`src/rtl/fseq_pkg.sv`:
```
package fseq_pkg;

    typedef enum logic [3:0] {
        ST_READ,
        ST_UNL1,
        ST_UNL2,
        ST_PSETUP,
        ST_EPRE,
        ST_EUNL1,
        ST_EUNL2,
        ST_PWRITE,
        ST_PBUSY,
        ST_EGO,
        ST_EBUSY
    } seq_state_t;

    // keyed command addresses
    localparam logic [15:0] KEY_ADDR_A = 16'h5555;
    localparam logic [15:0] KEY_ADDR_B = 16'h2AAA;

    // command codes on the low data byte
    localparam logic [7:0] KEY_FIRST  = 8'hAA;
    localparam logic [7:0] KEY_SECOND = 8'h55;
    localparam logic [7:0] SETUP_ERS  = 8'h80;
    localparam logic [7:0] SETUP_PGM  = 8'hA0;
    localparam logic [7:0] FIN_CHIP   = 8'h10;
    localparam logic [7:0] FIN_MAIN   = 8'h30;

endpackage

```
`src/rtl/fseq_sync.sv`:
```
module fseq_sync #(
    parameter int WIDTH = 2,
    parameter int STAGES = 2
) (
    input  logic             clk,
    input  logic             rst_n,
    input  logic [WIDTH-1:0] d,
    output logic [WIDTH-1:0] q
);
    localparam int PW = WIDTH * STAGES;

    logic [PW-1:0] pipe;

    // controls are active low, so the chain resets to all ones
    always_ff @(posedge clk or negedge rst_n) begin
        if (!rst_n) begin
            pipe <= '1;
        end else begin
            pipe <= {pipe[PW-WIDTH-1:0], d};
        end
    end

    assign q = pipe[PW-1 -: WIDTH];

endmodule

```
`src/rtl/fseq_timer.sv`:
```
module fseq_timer #(
    parameter int CW = 8
) (
    input  logic          clk,
    input  logic          rst_n,
    input  logic          load,
    input  logic [CW-1:0] val,
    output logic          done
);
    logic [CW-1:0] cnt;

    always_ff @(posedge clk or negedge rst_n) begin
        if (!rst_n) begin
            cnt <= '0;
        end else if (load) begin
            cnt <= val;
        end else if (cnt != '0) begin
            cnt <= cnt - 1'b1;
        end
    end

    assign done = (cnt == '0);

endmodule

```
`src/rtl/fseq_rdmux.sv`:
```
module fseq_rdmux #(
    parameter int DATA_W = 16
) (
    input  logic              ce_n,
    input  logic              oe_n,
    input  logic              we_n,
    input  logic              busy,
    input  logic              poll_b7,
    input  logic [DATA_W-1:0] arr_word,
    output logic [DATA_W-1:0] dq_out,
    output logic              dq_oe
);
    logic [DATA_W-1:0] status_word;

    always_comb begin
        status_word    = '0;
        status_word[7] = poll_b7;
    end

    always_comb begin
        dq_oe = !ce_n && !oe_n && we_n;
        if (!dq_oe) begin
            dq_out = '0;
        end else if (busy) begin
            dq_out = status_word;
        end else begin
            dq_out = arr_word;
        end
    end

endmodule

```
`src/rtl/fseq_cmd.sv`:
```
module fseq_cmd
    import fseq_pkg::*;
#(
    parameter int ADDR_W = 16,
    parameter int DATA_W = 16,
    parameter int BOOT_WORDS = 8192
) (
    input  logic              clk,
    input  logic              rst_n,
    input  logic              wr_evt,
    input  logic [ADDR_W-1:0] wr_addr,
    input  logic [DATA_W-1:0] wr_data,
    input  logic              boot_locked,
    input  logic              tmr_done,
    output logic              busy,
    output logic              poll_b7,
    output logic              arr_we,
    output logic              clr_main,
    output logic              clr_boot,
    output logic              tmr_load,
    output logic              tmr_ers,
    output logic [ADDR_W-1:0] pgm_addr,
    output logic [DATA_W-1:0] pgm_data
);
    localparam logic [ADDR_W-1:0] BOOT_LIM = ADDR_W'(BOOT_WORDS);
    localparam logic [ADDR_W-1:0] ADR_A    = ADDR_W'(KEY_ADDR_A);
    localparam logic [ADDR_W-1:0] ADR_B    = ADDR_W'(KEY_ADDR_B);

    seq_state_t state, state_nx;
    logic       ers_chip;
    logic [7:0] code;
    logic       at_a, at_b, in_boot;

    assign code    = wr_data[7:0];
    assign at_a    = (wr_addr == ADR_A);
    assign at_b    = (wr_addr == ADR_B);
    assign in_boot = (wr_addr < BOOT_LIM);

    // state register
    always_ff @(posedge clk or negedge rst_n) begin
        if (!rst_n) begin
            state <= ST_READ;
        end else begin
            state <= state_nx;
        end
    end

    // next state
    always_comb begin
        state_nx = state;
        unique case (state)
            ST_READ: begin
                if (wr_evt && at_a && code == KEY_FIRST) state_nx = ST_UNL1;
            end
            ST_UNL1: begin
                if (wr_evt) state_nx = (at_b && code == KEY_SECOND) ? ST_UNL2 : ST_READ;
            end
            ST_UNL2: begin
                if (wr_evt) begin
                    if (at_a && code == SETUP_PGM)      state_nx = ST_PSETUP;
                    else if (at_a && code == SETUP_ERS) state_nx = ST_EPRE;
                    else                                state_nx = ST_READ;
                end
            end
            ST_PSETUP: begin
                if (wr_evt) state_nx = (boot_locked && in_boot) ? ST_READ : ST_PWRITE;
            end
            ST_EPRE: begin
                if (wr_evt) state_nx = (at_a && code == KEY_FIRST) ? ST_EUNL1 : ST_READ;
            end
            ST_EUNL1: begin
                if (wr_evt) state_nx = (at_b && code == KEY_SECOND) ? ST_EUNL2 : ST_READ;
            end
            ST_EUNL2: begin
                if (wr_evt) begin
                    state_nx = (at_a && (code == FIN_CHIP || code == FIN_MAIN)) ? ST_EGO : ST_READ;
                end
            end
            ST_PWRITE: state_nx = ST_PBUSY;
            ST_PBUSY:  if (tmr_done) state_nx = ST_READ;
            ST_EGO:    state_nx = ST_EBUSY;
            ST_EBUSY:  if (tmr_done) state_nx = ST_READ;
            default:   state_nx = ST_READ;
        endcase
    end

    // operand capture
    always_ff @(posedge clk or negedge rst_n) begin
        if (!rst_n) begin
            pgm_addr <= '0;
            pgm_data <= '0;
            ers_chip <= 1'b0;
        end else if (wr_evt) begin
            if (state == ST_PSETUP) begin
                pgm_addr <= wr_addr;
                pgm_data <= wr_data;
            end
            if (state == ST_EUNL2) begin
                ers_chip <= (code == FIN_CHIP);
            end
        end
    end

    // outputs
    always_comb begin
        busy     = 1'b0;
        poll_b7  = 1'b0;
        arr_we   = 1'b0;
        clr_main = 1'b0;
        clr_boot = 1'b0;
        tmr_load = 1'b0;
        tmr_ers  = 1'b0;
        unique case (state)
            ST_PWRITE: begin
                busy     = 1'b1;
                poll_b7  = ~pgm_data[7];
                arr_we   = 1'b1;
                tmr_load = 1'b1;
            end
            ST_PBUSY: begin
                busy    = 1'b1;
                poll_b7 = ~pgm_data[7];
            end
            ST_EGO: begin
                busy     = 1'b1;
                clr_main = 1'b1;
                clr_boot = ers_chip && !boot_locked;
                tmr_load = 1'b1;
                tmr_ers  = 1'b1;
            end
            ST_EBUSY: begin
                busy = 1'b1;
            end
            default: begin
            end
        endcase
    end

endmodule

```
`src/rtl/flash_cmd_seq.sv`:
```
module flash_cmd_seq #(
    parameter int ADDR_W      = 16,
    parameter int DATA_W      = 16,
    parameter int BOOT_WORDS  = 8192,
    parameter int PGM_CYCLES  = 2000,
    parameter int ERS_CYCLES  = 1000000,
    parameter int SYNC_STAGES = 2
) (
    input  logic              clk,
    input  logic              rst_n,
    input  logic              ce_n,
    input  logic              oe_n,
    input  logic              we_n,
    input  logic [ADDR_W-1:0] addr,
    input  logic [DATA_W-1:0] dq_in,
    output logic [DATA_W-1:0] dq_out,
    output logic              dq_oe,
    input  logic              lock_req,
    output logic              boot_locked,
    output logic [ADDR_W-1:0] mem_addr,
    output logic [DATA_W-1:0] mem_wdata,
    output logic              mem_we,
    output logic              mem_clr_main,
    output logic              mem_clr_boot,
    input  logic [DATA_W-1:0] mem_rdata
);
    localparam int TMAX = (PGM_CYCLES > ERS_CYCLES) ? PGM_CYCLES : ERS_CYCLES;
    localparam int CW   = $clog2(TMAX + 1);
    localparam logic [CW-1:0] PGM_LD = CW'(PGM_CYCLES);
    localparam logic [CW-1:0] ERS_LD = CW'(ERS_CYCLES);

    logic [1:0]        ctl_s;
    logic              ce_s, we_s, we_prev;
    logic              wr_fall, wr_rise;
    logic [ADDR_W-1:0] cyc_addr;
    logic              seq_busy, poll_b7, tmr_load, tmr_ers, tmr_done;
    logic [ADDR_W-1:0] pgm_addr;
    logic [DATA_W-1:0] pgm_data;

    fseq_sync #(.WIDTH(2), .STAGES(SYNC_STAGES)) u_sync (
        .clk  (clk),
        .rst_n(rst_n),
        .d    ({ce_n, we_n}),
        .q    (ctl_s)
    );

    assign ce_s = ctl_s[1];
    assign we_s = ctl_s[0];

    always_ff @(posedge clk or negedge rst_n) begin
        if (!rst_n) begin
            we_prev <= 1'b1;
        end else begin
            we_prev <= we_s;
        end
    end

    assign wr_fall = !ce_s && we_prev && !we_s;
    assign wr_rise = !ce_s && !we_prev && we_s;

    // address of the write cycle, taken on the falling strobe
    always_ff @(posedge clk or negedge rst_n) begin
        if (!rst_n) begin
            cyc_addr <= '0;
        end else if (wr_fall) begin
            cyc_addr <= addr;
        end
    end

    always_ff @(posedge clk or negedge rst_n) begin
        if (!rst_n) begin
            boot_locked <= 1'b0;
        end else if (lock_req) begin
            boot_locked <= 1'b1;
        end
    end

    fseq_cmd #(.ADDR_W(ADDR_W), .DATA_W(DATA_W), .BOOT_WORDS(BOOT_WORDS)) u_cmd (
        .clk        (clk),
        .rst_n      (rst_n),
        .wr_evt     (wr_rise),
        .wr_addr    (cyc_addr),
        .wr_data    (dq_in),
        .boot_locked(boot_locked),
        .tmr_done   (tmr_done),
        .busy       (seq_busy),
        .poll_b7    (poll_b7),
        .arr_we     (mem_we),
        .clr_main   (mem_clr_main),
        .clr_boot   (mem_clr_boot),
        .tmr_load   (tmr_load),
        .tmr_ers    (tmr_ers),
        .pgm_addr   (pgm_addr),
        .pgm_data   (pgm_data)
    );

    fseq_timer #(.CW(CW)) u_tmr (
        .clk  (clk),
        .rst_n(rst_n),
        .load (tmr_load),
        .val  (tmr_ers ? ERS_LD : PGM_LD),
        .done (tmr_done)
    );

    assign mem_addr  = mem_we ? pgm_addr : addr;
    assign mem_wdata = pgm_data;

    fseq_rdmux #(.DATA_W(DATA_W)) u_rd (
        .ce_n    (ce_n),
        .oe_n    (oe_n),
        .we_n    (we_n),
        .busy    (seq_busy),
        .poll_b7 (poll_b7),
        .arr_word(mem_rdata),
        .dq_out  (dq_out),
        .dq_oe   (dq_oe)
    );

endmodule

```
`config.mk`:
```
export PLATFORM = sky130hd
export DESIGN_NAME = flash_cmd_seq
export DESIGN_NICKNAME = d
export VERILOG_FILES = /design/src/rtl/fseq_pkg.sv /design/src/rtl/fseq_sync.sv /design/src/rtl/fseq_timer.sv /design/src/rtl/fseq_rdmux.sv /design/src/rtl/fseq_cmd.sv /design/src/rtl/flash_cmd_seq.sv
export SDC_FILE = /design/constraint.sdc
export NUM_CORES = 1
export LEC_CHECK = 0
export BUFFER_PORTS_ARGS = -buffer_cell sky130_fd_sc_hd__buf_2
export CAP_MARGIN = 20
export CORE_MARGIN = 8
export CORE_UTILIZATION = 57
export CTS_CLUSTER_DIAMETER = 80
export DETAILED_ROUTE_END_ITERATION = 16
export GPL_TIMING_DRIVEN = 1
export PLACE_DENSITY = 0.85
export REMOVE_ABC_BUFFERS = 1
export SLEW_MARGIN = 20
export SYNTH_ARGS = -nofsm -noshare
export SYNTH_HDL_FRONTEND = slang
export SYNTH_SLANG_ARGS = --single-unit
```
`constraint.sdc`:
```
create_clock -name clk -period 4.65 [get_ports clk]
set_clock_uncertainty 0.15 [all_clocks]
set_input_delay 0.6975 -clock clk [delete_from_list [all_inputs] [get_ports clk]]
set_output_delay 0.6975 -clock clk [all_outputs]
set_load 0.05 [all_outputs]
```
==> load_flow_metrics.sql, run 1 <==
INSERT INTO impl_metrics (metric_group, metric, value, unit) VALUES
('global_routing', 'grt_antenna_before_repair', '0', ''),
('sta', 'crit_path_time_final', '3.267', 'ns'),
('final_layout', 'layout-drive-gt1-share', '41.20', '%'),
('final_layout', 'layout.filler_cells', '493', ''),
('synthesis', 'number_of_flops_mapped_to_enable_cells_by_yosys', '0', ''),
('power', 'p_per_area', '315.6', 'mW/mm2'),
('routing', 'drtPass1Iterations', '4', ''),
('synthesis', 'synth.top_cell.area_share', '45.69', '%'),
('synthesis', 'syn_area', '0.004053', 'mm2'),
('routing', 'wire_length_on_met1', '4.112', 'mm'),
('final_layout', 'n_antenna_cell', '0', ''),
('sta', 'grt_setup_unrepaired', 'false', ''),
('power', 'post-layout-total-power', '1561', 'uW'),
('routing', 'detailroute.wirelength.met3', '618', 'um'),
('sta', 'finalCritPeriodShare', '70.27', '%'),
('clock_network', 'numCtsBuffers', '9', ''),
('clock_network', 'insertion_delay', '0.36', 'ns'),
('floorplan', 'floorplan.die_area', '0.01006', 'mm2'),
('critical_path', 'critical_path_type', 'register to output pin', ''),
('synthesis', 'netlist-cell-type-count', '58', ''),
('floorplan', 'effective_utilization_at_floorplan', '59.32', '%'),
('critical_path', 'crit_chain', 'nor2b_1 -> nand3_1 -> buf_4 -> inv_1 -> nand2_1 -> nand2_1 -> buf_2', ''),
('floorplan', 'std_cell_rows', '30', ''),
('routing', 'drtAntennaViolNets', '0', ''),
('global_routing', 'gr-total-overflow', '0', ''),
('routing', 'detail_route.wirelength', '9.774', 'mm'),
('clock_network', 'post_cts_buffers', '0', ''),
('critical_path', 'critical_path.top_delay_family', 'buffers and inverters', ''),
('sta', 'timing_max_transition_violations_final', '0', ''),
('floorplan', 'core_area', '0.006832', 'mm2'),
('synthesis', 'synth_async_sr_flop_share', '100.0', '%'),
('critical_path', 'cp.buffers_inverters', '3', ''),
('routing', 'topRoutingLayerUsed', 'met4', ''),
('clock_network', 'cts_root_buf', 'clkbuf_8', ''),
('global_routing', 'vias_in_the_first_global_route', '3399', ''),
('synthesis', 'part_of_the_yosys_area_used_for_sequential_elements', '48.93', '%'),
('synthesis', 'yosys_register_bits', '79', ''),
('clock_network', 'cts-hold-fix-buffers', '0', ''),
('sta', 'finalSetupViolations', '0', ''),
('critical_path', 'path_common_cell', 'nand2_1', ''),
('clock_network', 'reg_clk_slew_reported_paths', '0.08', 'ns'),
('clock_network', 'cts_tree', 'yes', ''),
('run_status', 'run_status', 'finished clean', ''),
('synthesis', 'synth_cells', '372', ''),
('routing', 'wl_met2', '4.858', 'mm'),
('place', 'globalplace.congestion', '0.8706', ''),
('floorplan', 'dieWidth', '100.3', 'um'),
('routing', 'via_density', '5.549', ''),
('synthesis', 'post_synth.cell_area_avg', '10.89', 'um2'),
('routing', 'detailroute.via_count', '3213', ''),
('final_layout', 'multi_input_comb_area', '0.001992', 'mm2'),
('critical_path', 'worstPathRequired', '3.80', 'ns'),
('clock_network', 'cts-resized-gates', '0', ''),
('power', 'power.ir.vdd_worst', '0.0002410', 'V'),
('global_routing', 'grt_pass1_wl', '16.24', 'mm'),
('critical_path', 'worstSetupStartpointType', 'register', ''),
('synthesis', 'ys.warnings.count', '0', ''),
('place', 'post-dp-hpwl', '7.107', 'mm'),
('final_layout', 'flip_flop_and_latch_area', '0.001983', 'mm2'),
('sta', 'timing.final.hold_violations', '0', ''),
('run', 'maxCapViolations', '0', ''),
('floorplan', 'die_height', '100.3', 'um'),
('min_path', 'holdCritPathClass', 'input pin to asynchronous set/reset pin', ''),
('critical_path', 'critical_path.endpoint_type', 'output pin', ''),
('clock_network', 'clk_path_buf_depth', '2', ''),
('sta', 'worst-slew-pin-transition', '0.6839', 'ns'),
('critical_path', 'worstPathArrival', '2.42', 'ns'),
('critical_path', 'ff_to_ff_path_depth', '7', ''),
('clock_network', 'htree_levels', '3', ''),
('final_layout', 'areaGrowthSynthToFinish', '22.01', '%'),
('critical_path', 'r2r_start', 'u_tmr.cnt[0]', '');
==> per-stage QoR <==
stage	cell area [um2]	util, %	std cells	setup slack, ns	hold slack (ns)
2_1_floorplan	3994	-	357	0.8104	0.1952
3_3_place_gp	4677	68.46	563	1.779	0.1978
3_5_place_dp	4677	68.46	563	1.647	0.1973
4_1_cts	4917	71.98	578	1.344	0.2124
5_1_grt	4945	72.38	579	1.164	0.09732
6_report	4945	72.38	579	1.383	0.08763
==> report_power, final <==
group	internal [uW]	total, uW	switching (uW)
clock	358	613	255
combinational	72.7	192	119
sequential	724	756	31.8
==> synth_stat cells, types with 3 or more instances <==
cell	n
a211oi_1	4
and2_1	16
nor4bb_1	5
xor2_1	4
inv_1	5
clkbuf_1	13
nor3b_1	7
o21ai_0	5
dfstp_2	5
or2_2	3
nand3_1	5
nand4_1	7
nor4b_1	3
a21oi_1	4
nand2b_1	3
mux2_2	49
nor3_1	7
a2111oi_2	3
xnor2_1	14
nor2_1	25
nor4_1	5
nor2b_1	3
and4_1	3
nand2_1	55
dfrtp_1	74
==> worst max path at each step <==
stage / to / start / cells past startpoint / slack [ns]
final: mem_addr[11] / u_cmd.state[2] / 7 / 1.38
after global routing: mem_addr[13] / u_cmd.state[2] / 7 / 1.16
after CTS: mem_addr[14] / u_cmd.state[2] / 7 / 1.34
after detailed placement: dq_out[4] / oe_n / 5 / 1.65
after global placement: dq_out[10] / oe_n / 5 / 1.78
after floorplan: dq_out[0] / oe_n / 3 / 0.81
==> worst register-to-register path: stages, from the launching register on <==
cell and delay (ns):
dfrtp_1 0.41, inv_1 0.12, ha_1 0.17, nor4b_1 0.38, nand4b_2 0.24, a211oi_2 0.38
nand2b_2 0.15, mux2_4 0.31
==> registers in the layout, summed over array words and instances, names as in the netlist <==
name,cells
boot_locked,1
cyc_addr,16
u_cmd.ers_chip,1
u_cmd.pgm_addr,16
u_cmd.pgm_data,16
u_cmd.state,4
u_sync.pipe,4
u_tmr.cnt,20
we_prev,1
==> layer usage <==
metal  up-vias  global-route usage (%)
met5         -                       0
met4         0                   6.977
met2       111                   31.90
li1       1541                       -
met3        22                   5.952
met1      1539                   25.30
==> layout by cell type, fill, tap and decap left out, types with 7 or more instances in the layout <==
cell / instances
nand2_1: 55
dfrtp_1: 74
xnor2_1: 14
nand4_1: 7
mux2_2: 49
clkbuf_8: 9
and2_1: 16
nor3b_1: 7
buf_2: 105
nor2_1: 25
nor3_1: 7
==> cell families after synthesis <==
family                     count (synthesis)  synth area share (%)
buffers and inverters                     20                 1.914
DFF                                       79                 48.94
xor gates and xnor gates                  18                 3.890
muxes                                     51                 14.36
AOI/OAI and AO/OA                         32                 5.959
adders and majority gates                  2                0.6174
and+or+nand+nor                          170                 24.33
==> area by class of cell <==
class	instances	area share [%]
Clock buffer	9	2.505
Clock inverter	6	2.353
Inverter	5	0.3796
Multi-Input combinational cell	273	40.28
Sequential cell	79	40.11
Tap cell	96	2.429
Timing Repair Buffer	111	11.94
Note: power is estimated with default switching activity, not from simulation.
==> run 2: changes to the inputs <==
- CORE_UTILIZATION: 57 -> 48
- PLACE_DENSITY: 0.85 -> 0.77
- clock period: 4.65 -> 2.7 ns (I/O delays scaled with it)
==> run 2 against run 1 <==
Net effect:
- first-iteration DRC count shrank 50%
- sequential power grew 72%
- die area grew 16%
- wire length grew 2.3%
- non-clock buffer count grew 8
- core utilization shrank 11 points
- worst hold slack lost 0.067 ns
- sequential share of layout area shrank 0.57 points
- total power grew 65%
- global-route usage shrank 2.5 points
- clock-buffer cell count is the same
- critical path type unchanged
- largest power group unchanged
==> load_flow_metrics.sql, run 2 (synthesis results as in run 1) <==
INSERT INTO impl_metrics (metric_group, metric, value, unit) VALUES
('final_layout', 'mostFrequentLayoutCell', 'buf_2', ''),
('final_layout', 'largest_reg_flops', '20', ''),
('final_layout', 'most-common-layout-cells', 'buf_2 (103), dfrtp_1 (72), nand2_1 (55)', ''),
('floorplan', 'boundaryPins', '107', ''),
('critical_path', 'r2r_start', 'u_tmr.cnt[0]', ''),
('floorplan', 'die_height', '107.9', 'um'),
('global_routing', 'grt_usage', '17.52', '%'),
('global_routing', 'grt_antenna_before_repair', '0', ''),
('routing', 'topRoutingLayerUsed', 'met4', ''),
('critical_path', 'crit_path_max_fanout', '15', ''),
('power', 'power_leakage', '0.002507', 'uW'),
('routing', 'wl_met2', '4.862', 'mm'),
('critical_path', 'critical_path_type', 'register to output pin', ''),
('min_path', 'holdCritPathClass', 'input pin to register', ''),
('final_layout', 'n_antenna_cell', '0', ''),
('clock_network', 'reg_clk_slew_reported_paths', '0.08', 'ns'),
('floorplan', 'effective_utilization_at_floorplan', '49.32', '%'),
('clock_network', 'cts_tree', 'yes', ''),
('global_routing', 'grt_start_max_net_pins', '80', ''),
('final_layout', 'layout-drive-gt1-share', '43.38', '%'),
('routing', 'drt_first_iter_violations', '108', ''),
('routing', 'drtAntennaViolNets', '0', ''),
('sta', 'crit_path_time_final', '2.590', 'ns'),
('clock_network', 'htree_levels', '3', ''),
('sta', 'timing.final.hold_violations', '0', ''),
('sta', 'maxClockFrequency', '386.1', 'MHz'),
('sta', 'finalCritPeriodShare', '95.92', '%'),
('critical_path', 'worstPathRequired', '2.14', 'ns'),
('global_routing', 'grt_pass1_wl', '16.42', 'mm'),
('final_layout', 'utilization', '61.12', '%'),
('power', 'power.ir.vdd_worst', '0.0003178', 'V'),
('routing', 'wire_length_on_met1', '4.333', 'mm'),
('power', 'p_per_area', '512.8', 'mW/mm2'),
('routing', 'detailroute.wirelength.met3', '719', 'um'),
('routing', 'detail_route.wirelength', '9.998', 'mm'),
('sta', 'timing_max_transition_violations_final', '0', ''),
('final_layout', 'areaGrowthSynthToFinish', '23.93', '%'),
('critical_path', 'critPathLaunch', 'u_cmd.state[2]', ''),
('critical_path', 'worstPathArrival', '2.03', 'ns'),
('final_layout', 'post_layout_nonfiller_instances', '596', ''),
('routing', 'routedWlPerCell', '16.78', 'um'),
('clock_network', 'clk_path_buf_depth', '2', ''),
('run', 'maxCapViolations', '0', ''),
('critical_path', 'worstSetupStartpointType', 'register', ''),
('final_layout', 'registers.top_by_ff_count', 'u_tmr.cnt', ''),
('clock_network', 'clkSinkCount', '79', ''),
('sta', 'worst-slew-pin-transition', '0.9633', 'ns'),
('clock_network', 'cts_root_buf', 'clkbuf_8', ''),
('floorplan', 'dieWidth', '107.9', 'um'),
('routing', 'detailroute.via_count', '3238', ''),
('place', 'placedCellCount', '579', ''),
('place', 'post-dp-hpwl', '7.290', 'mm'),
('final_layout', 'design.final.nets', '543', ''),
('place', 'portBuffers', '106', ''),
('final_layout', 'layout.filler_cells', '703', ''),
('critical_path', 'critical_path.endpoint_type', 'output pin', ''),
('floorplan', 'core_area', '0.008217', 'mm2'),
('sta', 'slew_headroom', '35.78', '%'),
('global_routing', 'vias_in_the_first_global_route', '3366', ''),
('global_routing', 'gr-total-overflow', '0', ''),
('place', 'globalplace.congestion', '0.8541', ''),
('routing', 'route.detailed.drc', '0', ''),
('clock_network', 'insertion_delay', '0.35', 'ns'),
('run_status', 'run_status', 'finished clean', ''),
('floorplan', 'std_cell_rows', '33', ''),
('clock_network', 'numCtsBuffers', '9', ''),
('routing', 'drtPass1Iterations', '4', ''),
('min_path', 'timing.hold.worst.start', 'ce_n', ''),
('routing', 'via_density', '5.433', ''),
('floorplan', 'floorplan.die_area', '0.01164', 'mm2'),
('sta', 'finalSetupViolations', '0', '');
-- run 2: changes by cell type in the layout (fill, tap and decap cells not counted), sizes merged --
cell / previous run / this run
clkinvlp: 0 / 1
inv: 7 / 5
bufinv: 3 / 2
dlygate4sd3: 0 / 1
buf: 111 / 116
clkinv: 1 / 3
clkbuf: 9 / 11
-- run 2: layout make-up --
cell class / count / area, um2 / area share [%]
tap: 105 / 131.4 / 2.616
timing repair buffer: 119 / 663.1 / 13.20
multi-input combinational: 273 / 2013 / 40.08
clock buffer: 9 / 123.9 / 2.466
clock inverter: 6 / 86.33 / 1.719
sequential: 79 / 1986 / 39.54
inverter: 5 / 18.77 / 0.3737
-- run 2: repair_timing --
item,CTS,global route
resized for setup,4,6
endpoints found under the setup margin,15,30
hold buffers,1,0
pin swaps,0,1
endpoints found under the hold margin,1,0
buffers inserted,0,1
gates cloned,0,0
-- run 2: routing by layer --
metal | vias to the layer above | track usage, %
met4 | 0 | 5.055
met2 | 106 | 28.38
li1 | 1551 | -
met3 | 8 | 5.269
met5 | - | 0
met1 | 1573 | 22.04
-- run 2: final timing paths --
path | to | slack, ns | depth (start not counted)
min reg2reg | u_sync.pipe[3] | 0.21 | 0
min | u_sync.pipe[1] | 0.02 | 1
min in group asynchronous | u_cmd.pgm_addr[8] | 0.05 | 1
max reg2reg | u_cmd.state[1] | 0.42 | 7
max | dq_out[14] | 0.11 | 7
max in group asynchronous | u_cmd.state[3] | 1.66 | 1
-- run 2: where the power goes --
group	internal (uW)	leakage [uW]	switching, uW	total (uW)
clock network	514	0.000105	428	942
logic	125	0.00139	204	329
registers	1250	0.00101	57.6	1300
total	1890	0.00251	689	2580
-- run 2: per-stage QoR --
step | area [um2] | setup WS, ns | total power (uW) | hold slack [ns] | setup TNS (ns)
2_1_floorplan | 3994 | -0.5546 | 1517 | -0.04059 | -10.01
3_3_place_gp | 4753 | 0.3825 | 1644 | 0.1965 | 0
3_5_place_dp | 4753 | 0.2750 | 1656 | 0.1975 | 0
4_1_cts | 4991 | 0.03723 | 2600 | 0.003170 | 0
5_1_grt | 5022 | -0.009295 | 2674 | 0.002628 | -0.01582
6_report | 5022 | 0.1101 | 2576 | 0.02062 | 0
-- run 2: worst max-delay path, stage by stage, from the launching register on --
cell	delay, ns
dfrtp_2	0.47
nor2b_2	0.20
a21oi_1	0.18
nor2b_2	0.08
nor3b_4	0.24
buf_12	0.15
and2_1	0.12
buf_2	0.26
==> run 3: changes to the inputs <==
- CORE_ASPECT_RATIO: default -> 0.5
- CORE_MARGIN: 8 -> 1
==> run 3 against run 2 <==
Net effect:
- fmax rose by 1.4%
- critical path depth fell by 2
- flip-flop and latch count did not move
- clock power rose by 27%
- largest cell class unchanged
- highest routed layer unchanged
- wire length fell by 10%
- register-to-register slack barely moved
- critical path type unchanged
==> load_flow_metrics.sql, run 3 (synthesis results as in run 1) <==
INSERT INTO impl_metrics (metric_group, metric, value, unit) VALUES
('critical_path', 'critical_path.endpoint_type', 'output pin', ''),
('critical_path', 'critical_path_type', 'register to output pin', ''),
('place', 'placedCellCount', '588', ''),
('critical_path', 'worstSetupStartpointType', 'register', ''),
('place', 'post-dp-hpwl', '6.496', 'mm'),
('run_status', 'run_status', 'finished clean', ''),
('floorplan', 'std_cell_rows', '23', ''),
('global_routing', 'grt_antenna_before_repair', '0', ''),
('routing', 'detailroute.via_count', '3203', ''),
('global_routing', 'vias_in_the_first_global_route', '2916', ''),
('final_layout', 'largest_reg_flops', '20', ''),
('place', 'globalplace.congestion', '0.9057', ''),
('routing', 'drt_first_iter_violations', '168', ''),
('critical_path', 'critical_path.top_delay_family', 'flip-flops', ''),
('sta', 'timing.final.hold_violations', '0', ''),
('final_layout', 'most-common-layout-cells', 'buf_2 (105), dfrtp_1 (72), nand2_1 (55)', ''),
('floorplan', 'effective_utilization_at_floorplan', '50.12', '%'),
('sta', 'crit_path_time_final', '2.553', 'ns'),
('power', 'post-layout-total-power', '2831', 'uW'),
('final_layout', 'areaGrowthSynthToFinish', '25.78', '%'),
('floorplan', 'core_area', '0.008087', 'mm2'),
('final_layout', 'mostFrequentLayoutCell', 'buf_2', ''),
('sta', 'fin_worst_hold_slack', '0.03145', 'ns'),
('place', 'portBuffers', '106', ''),
('min_path', 'holdCritPathClass', 'input pin to register', ''),
('critical_path', 'crit_path_max_fanout', '16', ''),
('sta', 'slew_headroom', '63.98', '%'),
('power', 'power.ir.vdd_worst', '0.0004106', 'V'),
('clock_network', 'htree_levels', '3', ''),
('floorplan', 'dieWidth', '131.9', 'um'),
('critical_path', 'worstPathRequired', '2.14', 'ns'),
('floorplan', 'floorplan.die_area', '0.008837', 'mm2'),
('power', 'power_leakage', '0.002549', 'uW'),
('routing', 'routedWlPerCell', '14.83', 'um'),
('critical_path', 'critPathMaxStageDelay', '0.56', 'ns'),
('final_layout', 'registers.top_by_ff_count', 'u_tmr.cnt', ''),
('sta', 'maxClockFrequency', '391.6', 'MHz'),
('sta', 'worst-slew-pin-transition', '0.5403', 'ns'),
('floorplan', 'die_height', '66.98', 'um'),
('final_layout', 'design.final.nets', '545', ''),
('critical_path', 'crit_chain', 'or3b_1 -> o21ai_0 -> a21oi_1 -> o31a_1 -> buf_2', ''),
('sta', 'setup_tns', '0', 'ns'),
('floorplan', 'boundaryPins', '107', ''),
('global_routing', 'gr-total-overflow', '0', ''),
('sta', 'finalSetupViolations', '0', ''),
('global_routing', 'grt_start_max_net_pins', '44', ''),
('critical_path', 'cp.buffers_inverters', '1', ''),
('clock_network', 'cts_tree', 'yes', ''),
('routing', 'drtPass1Iterations', '4', ''),
('critical_path', 'worstPathArrival', '2.00', 'ns'),
('sta', 'finalCritPeriodShare', '94.57', '%'),
('routing', 'route.detailed.drc', '0', ''),
('final_layout', 'layout-drive-gt1-share', '42.80', '%'),
('sta', 'timing_max_transition_violations_final', '0', ''),
('final_layout', 'utilization', '63.04', '%'),
('clock_network', 'clkSinkCount', '79', ''),
('global_routing', 'grt_pass1_wl', '14.08', 'mm'),
('clock_network', 'cts_root_buf', 'clkbuf_16', ''),
('critical_path', 'crit_path_top_delay_cell', 'dfrtp_1', ''),
('clock_network', 'numCtsBuffers', '9', ''),
('final_layout', 'n_antenna_cell', '0', ''),
('routing', 'via_density', '5.294', ''),
('clock_network', 'clk_path_buf_depth', '2', ''),
('run', 'maxCapViolations', '0', ''),
('clock_network', 'insertion_delay', '0.33', 'ns'),
('global_routing', 'grt_usage', '20.56', '%'),
('routing', 'detail_route.wirelength', '8.975', 'mm'),
('clock_network', 'reg_clk_slew_reported_paths', '0.06', 'ns'),
('power', 'p_per_area', '555.4', 'mW/mm2'),
('final_layout', 'post_layout_nonfiller_instances', '605', ''),
('routing', 'drtAntennaViolNets', '0', ''),
('sta', 'grt_setup_unrepaired', 'false', '');
## run 3: path summary, 6_finish.rpt
path                       cells past startpoint           start                 to  slack, ns
setup reg to reg                               7    u_tmr.cnt[0]     u_cmd.state[1]       0.42
hold / removal                                 1            we_n     u_sync.pipe[0]       0.03
min in group asynchronous                      2           rst_n  u_cmd.pgm_data[7]       0.46
max in group asynchronous                      3           rst_n     u_cmd.state[3]       1.23
hold reg to reg                                0  u_sync.pipe[0]     u_sync.pipe[2]       0.20
setup / recovery                               5  u_cmd.state[0]          dq_out[7]       0.15
## run 3: report_power, final
group | internal, uW | leakage, uW | total [uW] | switching [uW]
registers | 1250 | 0.00101 | 1300 | 54.1
logic | 126 | 0.00140 | 326 | 200
clock network | 759 | 0.000145 | 1200 | 443
## run 3: metrics by stage
step	instance area (um2)	setup WS (ns)
2_1_floorplan	3994	-0.5546
3_3_place_gp	4765	0.3657
3_5_place_dp	4765	0.2958
4_1_cts	5080	0.03067
5_1_grt	5097	0.03435
6_report	5097	0.1465
## run 3: worst reg2reg max path: cells and delay by family, from the launching register on
| kind | cells | cell delay [ns] |
|---|---|---|
| AO/OA/AOI/OAI | 1 | 0.33 |
| adder cells (fa/ha/maj) | 1 | 0.15 |
| flip-flops | 1 | 0.39 |
| AND/OR/NAND/NOR | 3 | 0.70 |
| buffers and inverters | 1 | 0.12 |
| multiplexers | 1 | 0.32 |
## run 3: area by class of cell
class / instances / area [um2]
timing repair buffer: 121 / 648.1
inverter: 5 / 18.77
clock buffer: 12 / 256.5
tap: 112 / 140.1
fill: 634 / 2989
sequential: 79 / 1986
multi-input combinational: 273 / 2006
clock inverter: 3 / 42.54
## run 3: what timing repair did
action	4_1_cts	5_1_grt
setup buffers	0	1
gates cloned	0	0
hold buffers	1	0
endpoints found under the hold margin	41	0
endpoints found under the setup margin	15	31
gates resized for setup	1	4
## run 3: routing by layer
metal / share of wire (%) / track usage, %
met5: 0 / 0
met4: 0.72 / 6.831
met3: 4.0 / 4.110
met2: 50 / 34.99
met1: 46 / 26.63
